File: config.mk
export PLATFORM = sky130hd
export DESIGN_NAME = cbt_budget_tracker
export DESIGN_NICKNAME = d
export VERILOG_FILES = /design/src/rtl/cbt_pkg.sv /design/src/rtl/cbt_cost.sv /design/src/rtl/cbt_pacer.sv /design/src/rtl/cbt_counter.sv /design/src/rtl/cbt_budget_tracker.sv
export SDC_FILE = /design/constraint.sdc
export NUM_CORES = 1
export LEC_CHECK = 0
export BUFFER_PORTS_ARGS = -buffer_cell sky130_fd_sc_hd__clkbuf_2
export CORE_ASPECT_RATIO = 0.75
export CORE_MARGIN = 2
export CORE_UTILIZATION = 25
export CTS_CLUSTER_SIZE = 14
export DETAILED_ROUTE_END_ITERATION = 10
export SETUP_SLACK_MARGIN = 0.5
export SYNTH_ARGS = -nofsm -noshare
export SYNTH_HDL_FRONTEND = slang
export SYNTH_SLANG_ARGS = --single-unit
export TNS_END_PERCENT = 20
File: constraint.sdc
create_clock -name clk -period 6.2 [get_ports clk]
set_input_delay 1.24 -clock clk [delete_from_list [all_inputs] [get_ports clk]]
set_output_delay 1.24 -clock clk [all_outputs]
set_load 0.05 [all_outputs]
File: src/rtl/cbt_pkg.sv
package cbt_pkg;
  parameter int unsigned BASE_W = 4;
  localparam int unsigned COST_W = BASE_W + 1;

  localparam logic [COST_W-1:0] BR_NOT_TAKEN = COST_W'(2);
  localparam logic [COST_W-1:0] BR_TAKEN     = COST_W'(3);
  localparam logic [COST_W-1:0] BR_FAR       = COST_W'(4);

  // Pricing rule: branches are fixed-priced by outcome, everything else
  // pays its base plus a possible page-cross surcharge.
  function automatic logic [COST_W-1:0] instr_cost(
    input logic [BASE_W-1:0] base,
    input logic              pg_cross,
    input logic              is_br,
    input logic              taken,
    input logic              far_target
  );
    if (is_br) begin
      if (!taken)         return BR_NOT_TAKEN;
      else if (far_target) return BR_FAR;
      else                return BR_TAKEN;
    end
    return COST_W'(base) + COST_W'(pg_cross);
  endfunction
endpackage

File: src/rtl/cbt_cost.sv
module cbt_cost
  import cbt_pkg::*;
#(
  parameter int unsigned PC_W      = 16,
  parameter int unsigned PAGE_BITS = 8
) (
  input  logic [BASE_W-1:0] base_cycles,
  input  logic              page_cross,
  input  logic              is_branch,
  input  logic              br_taken,
  input  logic [PC_W-1:0]   br_target,
  input  logic [PC_W-1:0]   next_pc,
  output logic              far_target,
  output logic [COST_W-1:0] cost
);
  localparam int unsigned PAGE_HI = PC_W - 1;

  assign far_target = br_target[PAGE_HI:PAGE_BITS] != next_pc[PAGE_HI:PAGE_BITS];
  assign cost = instr_cost(base_cycles, page_cross, is_branch, br_taken, far_target);

  // a branch is always priced within 2..4
  always_comb begin
    if (is_branch === 1'b1 && br_taken !== 1'bx)
      p_branch_range_r3: assert (cost >= BR_NOT_TAKEN && cost <= BR_FAR);
  end
endmodule

File: src/rtl/cbt_pacer.sv
module cbt_pacer
  import cbt_pkg::*;
#(
  parameter int unsigned DOTS = 3
) (
  input  logic              clk,
  input  logic              rst_n,
  input  logic              load,
  input  logic [COST_W-1:0] load_cost,
  output logic              busy,
  output logic              dot_tick,
  output logic              aud_tick,
  output logic              cycle_step
);
  localparam int unsigned PH_W = (DOTS > 1) ? $clog2(DOTS) : 1;
  localparam logic [PH_W-1:0] PH_LAST = PH_W'(DOTS - 1);

  logic [COST_W-1:0] remaining;
  logic [PH_W-1:0]   phase;
  logic              phase_wrap;

  assign busy       = remaining != '0;
  assign phase_wrap = phase == PH_LAST;
  assign dot_tick   = busy;
  assign aud_tick   = busy && (phase == '0);
  assign cycle_step = busy && phase_wrap;

  always_ff @(posedge clk or negedge rst_n) begin
    if (!rst_n) begin
      remaining <= '0;
      phase     <= '0;
    end else if (load) begin
      remaining <= load_cost;
      phase     <= '0;
    end else if (busy) begin
      if (phase_wrap) begin
        phase     <= '0;
        remaining <= remaining - COST_W'(1);
      end else begin
        phase <= phase + PH_W'(1);
      end
    end
  end

  // the dot phase never leaves its range
  p_phase_range_r6: assert property (@(posedge clk) disable iff (!rst_n)
    phase <= PH_LAST);

  generate
    if (DOTS > 1) begin : g_multi_dot
      // audio pulses are isolated
      p_aud_gap_r7: assert property (@(posedge clk) disable iff (!rst_n)
        aud_tick && !load |=> !aud_tick);
    end
  endgenerate
endmodule

File: src/rtl/cbt_counter.sv
module cbt_counter #(
  parameter int unsigned TOTAL_W = 64
) (
  input  logic               clk,
  input  logic               rst_n,
  input  logic               step,
  output logic [TOTAL_W-1:0] total
);
  always_ff @(posedge clk or negedge rst_n) begin
    if (!rst_n) total <= '0;
    else if (step) total <= total + TOTAL_W'(1);
  end

  // the counter advances by one per finished CPU cycle
  p_total_step_r8: assert property (@(posedge clk) disable iff (!rst_n)
    step |=> total == $past(total) + TOTAL_W'(1));
  p_total_hold_r8: assert property (@(posedge clk) disable iff (!rst_n)
    !step |=> $stable(total));
endmodule

File: src/rtl/cbt_budget_tracker.sv
module cbt_budget_tracker
  import cbt_pkg::*;
#(
  parameter int unsigned PC_W      = 16,
  parameter int unsigned PAGE_BITS = 8,
  parameter int unsigned DOTS      = 3,
  parameter int unsigned TOTAL_W   = 64
) (
  input  logic               clk,
  input  logic               rst_n,
  input  logic               start,
  input  logic [BASE_W-1:0]  base_cycles,
  input  logic               page_cross,
  input  logic               is_branch,
  input  logic               br_taken,
  input  logic [PC_W-1:0]    br_target,
  input  logic [PC_W-1:0]    next_pc,
  output logic               busy,
  output logic [COST_W-1:0]  instr_cycles,
  output logic [TOTAL_W-1:0] total_cycles,
  output logic               dot_tick,
  output logic               aud_tick
);
  logic [COST_W-1:0] cost_now;
  logic              far_target;
  logic              accept;
  logic              cycle_step;

  assign accept = start && !busy;

  cbt_cost #(.PC_W(PC_W), .PAGE_BITS(PAGE_BITS)) u_cost (
    .base_cycles(base_cycles), .page_cross(page_cross), .is_branch(is_branch),
    .br_taken(br_taken), .br_target(br_target), .next_pc(next_pc),
    .far_target(far_target), .cost(cost_now)
  );

  cbt_pacer #(.DOTS(DOTS)) u_pacer (
    .clk(clk), .rst_n(rst_n), .load(accept), .load_cost(cost_now),
    .busy(busy), .dot_tick(dot_tick), .aud_tick(aud_tick), .cycle_step(cycle_step)
  );

  cbt_counter #(.TOTAL_W(TOTAL_W)) u_count (
    .clk(clk), .rst_n(rst_n), .step(cycle_step), .total(total_cycles)
  );

  always_ff @(posedge clk or negedge rst_n) begin
    if (!rst_n) instr_cycles <= '0;
    else if (accept) instr_cycles <= cost_now;
  end

  // a start during a run leaves the latched cost alone
  p_ignore_start_r9: assert property (@(posedge clk) disable iff (!rst_n)
    busy && start |=> $stable(instr_cycles));
  // a start during a run does not extend the run past its last clock
  p_no_restart_r9: assert property (@(posedge clk) disable iff (!rst_n)
    busy && cycle_step && instr_cycles == COST_W'(1) && start |=> !busy);
  // a zero-cost instruction never makes the block busy
  p_zero_idle_r10: assert property (@(posedge clk) disable iff (!rst_n)
    accept && cost_now == '0 |=> !busy && !dot_tick);
  // the latched cost follows the inputs of the accepted start
  p_latch_cost_r2: assert property (@(posedge clk) disable iff (!rst_n)
    accept |=> instr_cycles == $past(cost_now));
endmodule

==> results of run 1 <==
## report_power, final
group	leakage [nW]	switching, mW	internal (mW)
logic	1.21	0.0175	0.0104
clock network	0.140	0.196	0.298
registers	1.04	0	0.496
## routing by layer
layer  global-route usage, %  part of all wire (%)
met5                       0                     0
met2                    17.4                    46
met4                    5.58                   2.0
met1                    15.7                    45
met3                    3.07                   6.9
## state kept, by name (all words and copies together), names as in the netlist
name and flops:
u_count.total 64, instr_cycles 5, u_pacer.remaining 5, u_pacer.phase 2
## cell type report
| class | instances | share of cell area, % |
|---|---|---|
| clock buffers | 12 | 5.55 |
| clock inverters | 2 | 0.208 |
| inverters | 13 | 1.02 |
| multi-input cells | 264 | 38.1 |
| flip-flops and latches | 76 | 39.6 |
| well taps | 205 | 5.34 |
| repair buffers | 97 | 10.2 |
## through the flow
stage | setup WS [ps] | cell area, µm² | power, mW | util (%)
after CTS | 2990 | 4800 | 1.04 | 31.7
after global placement | 3150 | 4520 | 0.533 | 29.9
after global routing | 2830 | 4800 | 1.06 | 31.7
after detailed placement | 3070 | 4520 | 0.534 | 29.9
after floorplan | 3080 | 3840 | 0.513 | -
final | 3030 | 4800 | 1.02 | 31.7
## worst register-to-register path: cells and delay by family (launching register included)
kind	cells	cell delay, ps
simple gates	4	2160
xor+xnor	1	200
fa+ha+maj	1	230
flops	1	360
buf+inv	1	70
## worst max path at each step
stage | start | slack, ps | to
floorplan | u_pacer.remaining[0] | 3080 | aud_tick
global placement | u_pacer.remaining[0] | 3150 | u_count.total[56]
detailed placement | u_pacer.remaining[0] | 3070 | u_count.total[62]
CTS | u_pacer.remaining[0] | 2990 | busy
global route | u_pacer.remaining[0] | 2830 | u_count.total[60]
finish | u_pacer.remaining[0] | 3030 | dot_tick
## layout by cell type (no fill, tap or decap), types with 4 or more instances in the layout
cell type	count
dfrtp_1	76
xnor2_1	29
nor2_1	17
nand4_1	19
clkbuf_2	96
nand3_1	22
ha_1	4
and3_1	7
inv_1	12
clkbuf_16	9
xor2_1	44
nor4_1	6
nor4_2	6
nand2_1	36
and4_1	8
nor3_1	30
## cell families after synthesis
logic type / after synthesis
AO/OA/AOI/OAI: 14
XOR/XNOR: 73
adder cells (fa/ha/maj): 4
buffers and inverters: 24
flip-flops: 76
multiplexers: 1
AND/OR/NAND/NOR: 172
==> implementation parameters, run 1 <==
Parameter                              Value

Critical path
  Worst Setup Path Type    flip-flop to output port
  WP depth    5
  Data arrival time of the worst path    1930 ps
  Worst reg-to-reg setup slack    3100 ps
  Launch instance of the worst register-to-register path    u_pacer.remaining[0]
  Max Fanout on Critical Path    8
  Slowest Stage Delay on Critical Path    520 ps
  Critical path, cell by cell    inv_1 > ha_1 > nor4b_4 > inv_2 > clkbuf_2
  Buffers plus inverters on the worst setup path    3
  Reg2Reg Depth    7
  Cell family contributing the most delay on the critical path    simple AND/OR/NAND/NOR gates
  Endpoint of the worst-slack reg-to-reg timing path    u_count.total[62]
  Type of origin of the critical path    flip-flop
  Worst Setup End Kind    output port
  CP max-delay cell    nor4b_4
  Required time of the critical path    4960 ps

STA
  Final-layout worst hold slack    488 ps
  Final period utilization    51.2%
  Setup TNS    0 ps
  Fmax    0.315 GHz
  Min Clock Period, post-route    3170 ps
  Post-Route Skew    4.61 ps
  RSZ-0062 raised after global routing    false
  Count of pins over their slew limit    0
  Count of final setup violators    0
  Normalized max-slew margin    17.2%
  Transition at the pin with the smallest max-transition slack    1240 ps
  Count of final hold-check violations    0

Finish
  Share of final-layout standard cells stronger than drive strength 1    28.0%
  Fill cell count    1,563
  Multi-input combinational cell area    1830 µm²
  Area growth from synthesis to layout    25.0%
  Number of antenna diodes    0
  Post-layout net count    507
  Area occupied by registers    1900 µm²
  Layout Cells excl Fill    669

Drt
  Detailed-route wire length per cell    14.1 µm
  Number of DRC markers in iteration 0    221
  Number of optimization iterations in the first detailed-route pass    4
  DRT antenna net count    0
  Routed wire length    9440 µm
  DR vias/cell    4.58
  Post-route DRC violation count    0
  Vias    3,062

Hold path
  Hold path endpoint    u_count.total[11]
  Cells on Worst Hold Path    1
  Source of the worst hold timing path    u_count.total[11]
  Tightest Hold Check Type    flip-flop to flip-flop

Synth
  Synth Area in Simple Gates    26.9%
  Library cell with the largest summed area after synthesis    dfrtp_1
  Leading cell type by number of instances after synthesis    dfrtp_1
  Synthesis warning total    0
  Top area cells in the synthesized netlist    dfrtp_1, xor2_1, xnor2_1, nor3_1, nand2_1
  Post-synth top area share    49.5%
  Seq cells post-synth    76
  Post-Syn Nets    410
  Count of distinct cell types in the synthesized netlist    45
  Post-synthesis instance area    3840 µm²
  Most common library cells after synthesis    dfrtp_1, xor2_1, nand2_1
  Async set-or-reset flop fraction in the synthesized netlist    100%
  Multiplexer area fraction after synthesis    0.293%
  Main synth FF type    dfrtp_1
  Adder and majority gate portion of the synthesized area    1.30%
  Portion of the post-synthesis area used by sequential elements    49.5%
  Mean area per synthesized cell    10.5 µm²
  Largest family of logic cells by synthesized area    simple AND/OR/NAND/NOR gates
  Area share of xor/xnor cells in the synthesized design    16.7%
  Cells after synthesis    364
  Area fraction in compound gates after synthesis    2.48%
  Number of enable flip-flop cells after synthesis    0

Pwr
  IR Drop Worst-Case VDD    0.000106 V
  Leakage power total    2.39 nW
  Pwr dens    212 nW/µm²

CTS
  Setup bufs post-CTS    0
  Clock Latency Late Sink    330 ps
  H-tree depth    3
  Clock slew at the register clock pins of the worst setup and hold paths    60 ps
  Number of instances resized during post-cts repair    0
  CTS Root Buffer Type    clkbuf_16
  CTS tree    built
  Number of buffers between clock root and the deepest sink    2
  Sinks on Clock Net    76
  Post-CTS Hold Fix Bufs    0
  TritonCTS Buffers    9

Place
  Post-placement cell count    655
  Number of I/O port buffers    97
  HPWL Detailed    6780 µm
  Global placer's final weighted congestion    0.786

Global routing
  Congestion Overflow GR    0
  Maximum number of pins on one net before global-route repair    77
  Number of global-route vias before repair    2,959
  Number of antenna violations at the first check in global routing    0
  Global-route usage over all layers    11.6%
  First-pass GRT wire length    15,200 µm

Floorplanning
  Number of rows in the core area    39
  Area of the core    15,100 µm²
  Horizontal extent of the die    147 µm
  Area of the die    16,400 µm²
  Ports    114
  DIE HEIGHT    111 µm
  Initial Utilization    25.4%

Job
  Max-Cap Viols    0

Outcome
  Result of the run    finished clean
Note: power is estimated with default switching activity, not from simulation.
==> run 2: changes to the inputs <==
ABC_AREA = 1   (was unset)
clock period = 3.2 ns   (was 6.2 ns; I/O delays follow)
==> implementation parameters, run 2 <==
Parameter                              Value

STA
  Final period utilization    75.5%
  Post-Route Skew    5.54 ps (was 4.61 ps)
  RSZ-0062 raised after global routing    false (unchanged)
  Transition at the pin with the smallest max-transition slack    983 ps (was 1240 ps)
  Min Clock Period, post-route    2420 ps
  Fmax    0.414 GHz
  Count of final hold-check violations    0 (unchanged)
  Count of final setup violators    0 (unchanged)
  Setup TNS    0 ps (unchanged)
  Count of pins over their slew limit    0 (unchanged)
  Normalized max-slew margin    34.4% (was 17.2%)

Synth
  Portion of the post-synthesis area used by sequential elements    39.2% (was 49.5%)
  Area fraction in compound gates after synthesis    2.55% (was 2.48%)
  Mean area per synthesized cell    6.85 µm² (was 10.5 µm²)
  Async set-or-reset flop fraction in the synthesized netlist    100% (unchanged)
  Top area cells in the synthesized netlist    dfrtp_1, nand2_1, nor2_1, inv_1, xor2_1 (was dfrtp_1, xor2_1, xnor2_1, nor3_1, nand2_1)
  Post-synthesis instance area    4850 µm² (was 3840 µm²)
  Main synth FF type    dfrtp_1 (unchanged)
  Synth Area in Simple Gates    42.2% (was 26.9%)
  Adder and majority gate portion of the synthesized area    1.03% (was 1.30%)
  Count of distinct cell types in the synthesized netlist    29 (was 45)
  Multiplexer area fraction after synthesis    0% (was 0.293%)
  Largest family of logic cells by synthesized area    simple AND/OR/NAND/NOR gates (unchanged)
  Cells after synthesis    708 (was 364)
  Post-Syn Nets    754 (was 410)
  Synthesis warning total    0 (unchanged)
  Area share of xor/xnor cells in the synthesized design    8.12% (was 16.7%)
  Most common library cells after synthesis    nand2_1, nor2_1, dfrtp_1 (was dfrtp_1, xor2_1, nand2_1)
  Leading cell type by number of instances after synthesis    nand2_1 (was dfrtp_1)
  Number of enable flip-flop cells after synthesis    0 (unchanged)
  Seq cells post-synth    76 (unchanged)
  Library cell with the largest summed area after synthesis    dfrtp_1 (unchanged)
  Post-synth top area share    39.2% (was 49.5%)

Place
  Global placer's final weighted congestion    0.853 (was 0.786)
  HPWL Detailed    11,300 µm (was 6780 µm)
  Number of I/O port buffers    97 (unchanged)

Drt
  Detailed-route wire length per cell    13.2 µm (was 14.1 µm)
  DRT antenna net count    0 (unchanged)
  DR vias/cell    4.34 (was 4.58)
  Number of optimization iterations in the first detailed-route pass    5 (was 4)
  Vias    4,636 (was 3,062)
  Post-route DRC violation count    0 (unchanged)
  Routed wire length    14,100 µm (was 9440 µm)
  Number of DRC markers in iteration 0    376 (was 221)

Critical path
  Buffers plus inverters on the worst setup path    2 (was 3)
  Worst reg-to-reg setup slack    780 ps (was 3100 ps)
  Max Fanout on Critical Path    29 (was 8)
  Data arrival time of the worst path    2650 ps (was 1930 ps)
  Cell family contributing the most delay on the critical path    simple AND/OR/NAND/NOR gates (unchanged)
  CP max-delay cell    nand2_2 (was nor4b_4)
  Required time of the critical path    3430 ps (was 4960 ps)
  Slowest Stage Delay on Critical Path    460 ps (was 520 ps)
  Worst Setup Path Type    flip-flop to flip-flop (was flip-flop to output port)
  Critical path, cell by cell    inv_1 > ha_1 > nand3_2 > nand2_2 > inv_4 > nand3_1 > nor2_2 > nand3_1 > nand2_1 > nand2_1 (was inv_1 > ha_1 > nor4b_4 > inv_2 > clkbuf_2)
  Type of origin of the critical path    flip-flop (unchanged)
  Worst Setup End Kind    flip-flop (was output port)

Finish
  Most common cell after layout, fill and taps aside    nand2_1 (was clkbuf_2)
  Core utilization of the finished layout    30.8% (was 31.7%)
  Flip-flop count of the largest register after layout    64 (unchanged)
  Regs by FF count    u_count.total x64, instr_cycles x5, u_pacer.remaining x5 (unchanged)
  Share of final-layout standard cells stronger than drive strength 1    17.8% (was 28.0%)
  Area growth from synthesis to layout    22.2% (was 25.0%)
  Most flops, register    u_count.total (unchanged)
  Commonest non-fill, non-tap cells in the layout    nand2_1, nor2_1, clkbuf_2 (was clkbuf_2, dfrtp_1, xor2_1)
  Number of antenna diodes    0 (unchanged)
  Post-layout net count    856 (was 507)

CTS
  Number of buffers between clock root and the deepest sink    2 (unchanged)
  Post-CTS Hold Fix Bufs    0 (unchanged)
  H-tree depth    3 (unchanged)
  Clock slew at the register clock pins of the worst setup and hold paths    60 ps (about the same)
  Setup bufs post-CTS    0 (unchanged)
  Sinks on Clock Net    76 (unchanged)
  CTS tree    built (unchanged)
  TritonCTS Buffers    9 (unchanged)
  CTS Root Buffer Type    clkbuf_16 (unchanged)
  Clock Latency Late Sink    340 ps (was 330 ps)
  Number of instances resized during post-cts repair    0 (unchanged)

Outcome
  Result of the run    finished clean (unchanged)

Global routing
  Congestion Overflow GR    0 (unchanged)
  Global-route usage over all layers    14.4% (was 11.6%)
  First-pass GRT wire length    23,100 µm (was 15,200 µm)
  Maximum number of pins on one net before global-route repair    77 (unchanged)
  Number of antenna violations at the first check in global routing    0 (unchanged)
  Number of global-route vias before repair    4,350 (was 2,959)

Floorplanning
  Number of rows in the core area    44 (was 39)
  Initial Utilization    25.2% (was 25.4%)
  Ports    114 (unchanged)
  Horizontal extent of the die    165 µm (was 147 µm)
  Area of the die    20,500 µm² (was 16,400 µm²)
  Area of the core    19,200 µm² (was 15,100 µm²)
  DIE HEIGHT    125 µm (was 111 µm)

Pwr
  IR Drop Worst-Case VDD    0.000234 V (was 0.000106 V)
  Pwr dens    360 nW/µm² (was 212 nW/µm²)
  Total power after layout    2.13 mW (was 1.02 mW)
  Leakage power total    2.82 nW (was 2.39 nW)

Hold path
  Tightest Hold Check Type    input port to asynchronous set/reset pin (was flip-flop to flip-flop)

Job
  Max-Cap Viols    0 (unchanged)
==> run 2: layer usage <==
layer	track usage, %	up-vias	wire length, µm
met4	3.58	0	131
met1	20.5	2132	6970
li1	-	2375	-
met3	4.60	12	1160
met2	21.1	117	5880
met5	0	-	0
==> run 2: worst paths after layout <==
path / from / to / cells past startpoint
max: u_pacer.remaining[0] / u_count.total[32] / 10
min: rst_n / u_count.total[19] / 1
max reg2reg: u_pacer.remaining[0] / u_count.total[32] / 10
min reg2reg: u_count.total[63] / u_count.total[63] / 1
max in group asynchronous: rst_n / u_count.total[55] / 1
min in group clk: u_count.total[63] / u_count.total[63] / 1
==> run 2: final cells by class <==
class                      count  area, µm²
fill                        2110      13300
multi-input combinational    550       2610
sequential                    76       1900
timing repair buffer          97        488
tap                          253        317
inverter                      76        288
clock buffer                  12        246
clock inverter                 4       72.6
==> run 2: kinds of logic (layout without fill, tap and decap cells) <==
| family | after synthesis | after routing |
|---|---|---|
| buf+inv | 82 | 189 |
| compound gates | 24 | 24 |
| flops | 76 | 76 |
| fa+ha+maj | 4 | 4 |
| xor+xnor | 45 | 45 |
| simple gates | 477 | 477 |
==> run 2: stage by stage <==
step	worst slack, ps	instances	area (µm²)	hold WS, ps
CTS	749	1068	5930	471
finish	784	1068	5930	463
detailed placement	763	1052	5610	461
global route	501	1068	5930	496
global placement	802	1052	5610	466
floorplan	1190	708	4850	344
==> run 2: power breakdown <==
group / leakage [nW] / switching [mW] / internal (mW)
Clock: 0.153 / 0.408 / 0.704
Sequential: 1.05 / 0 / 0.961
Combinational: 1.62 / 0.0375 / 0.0211
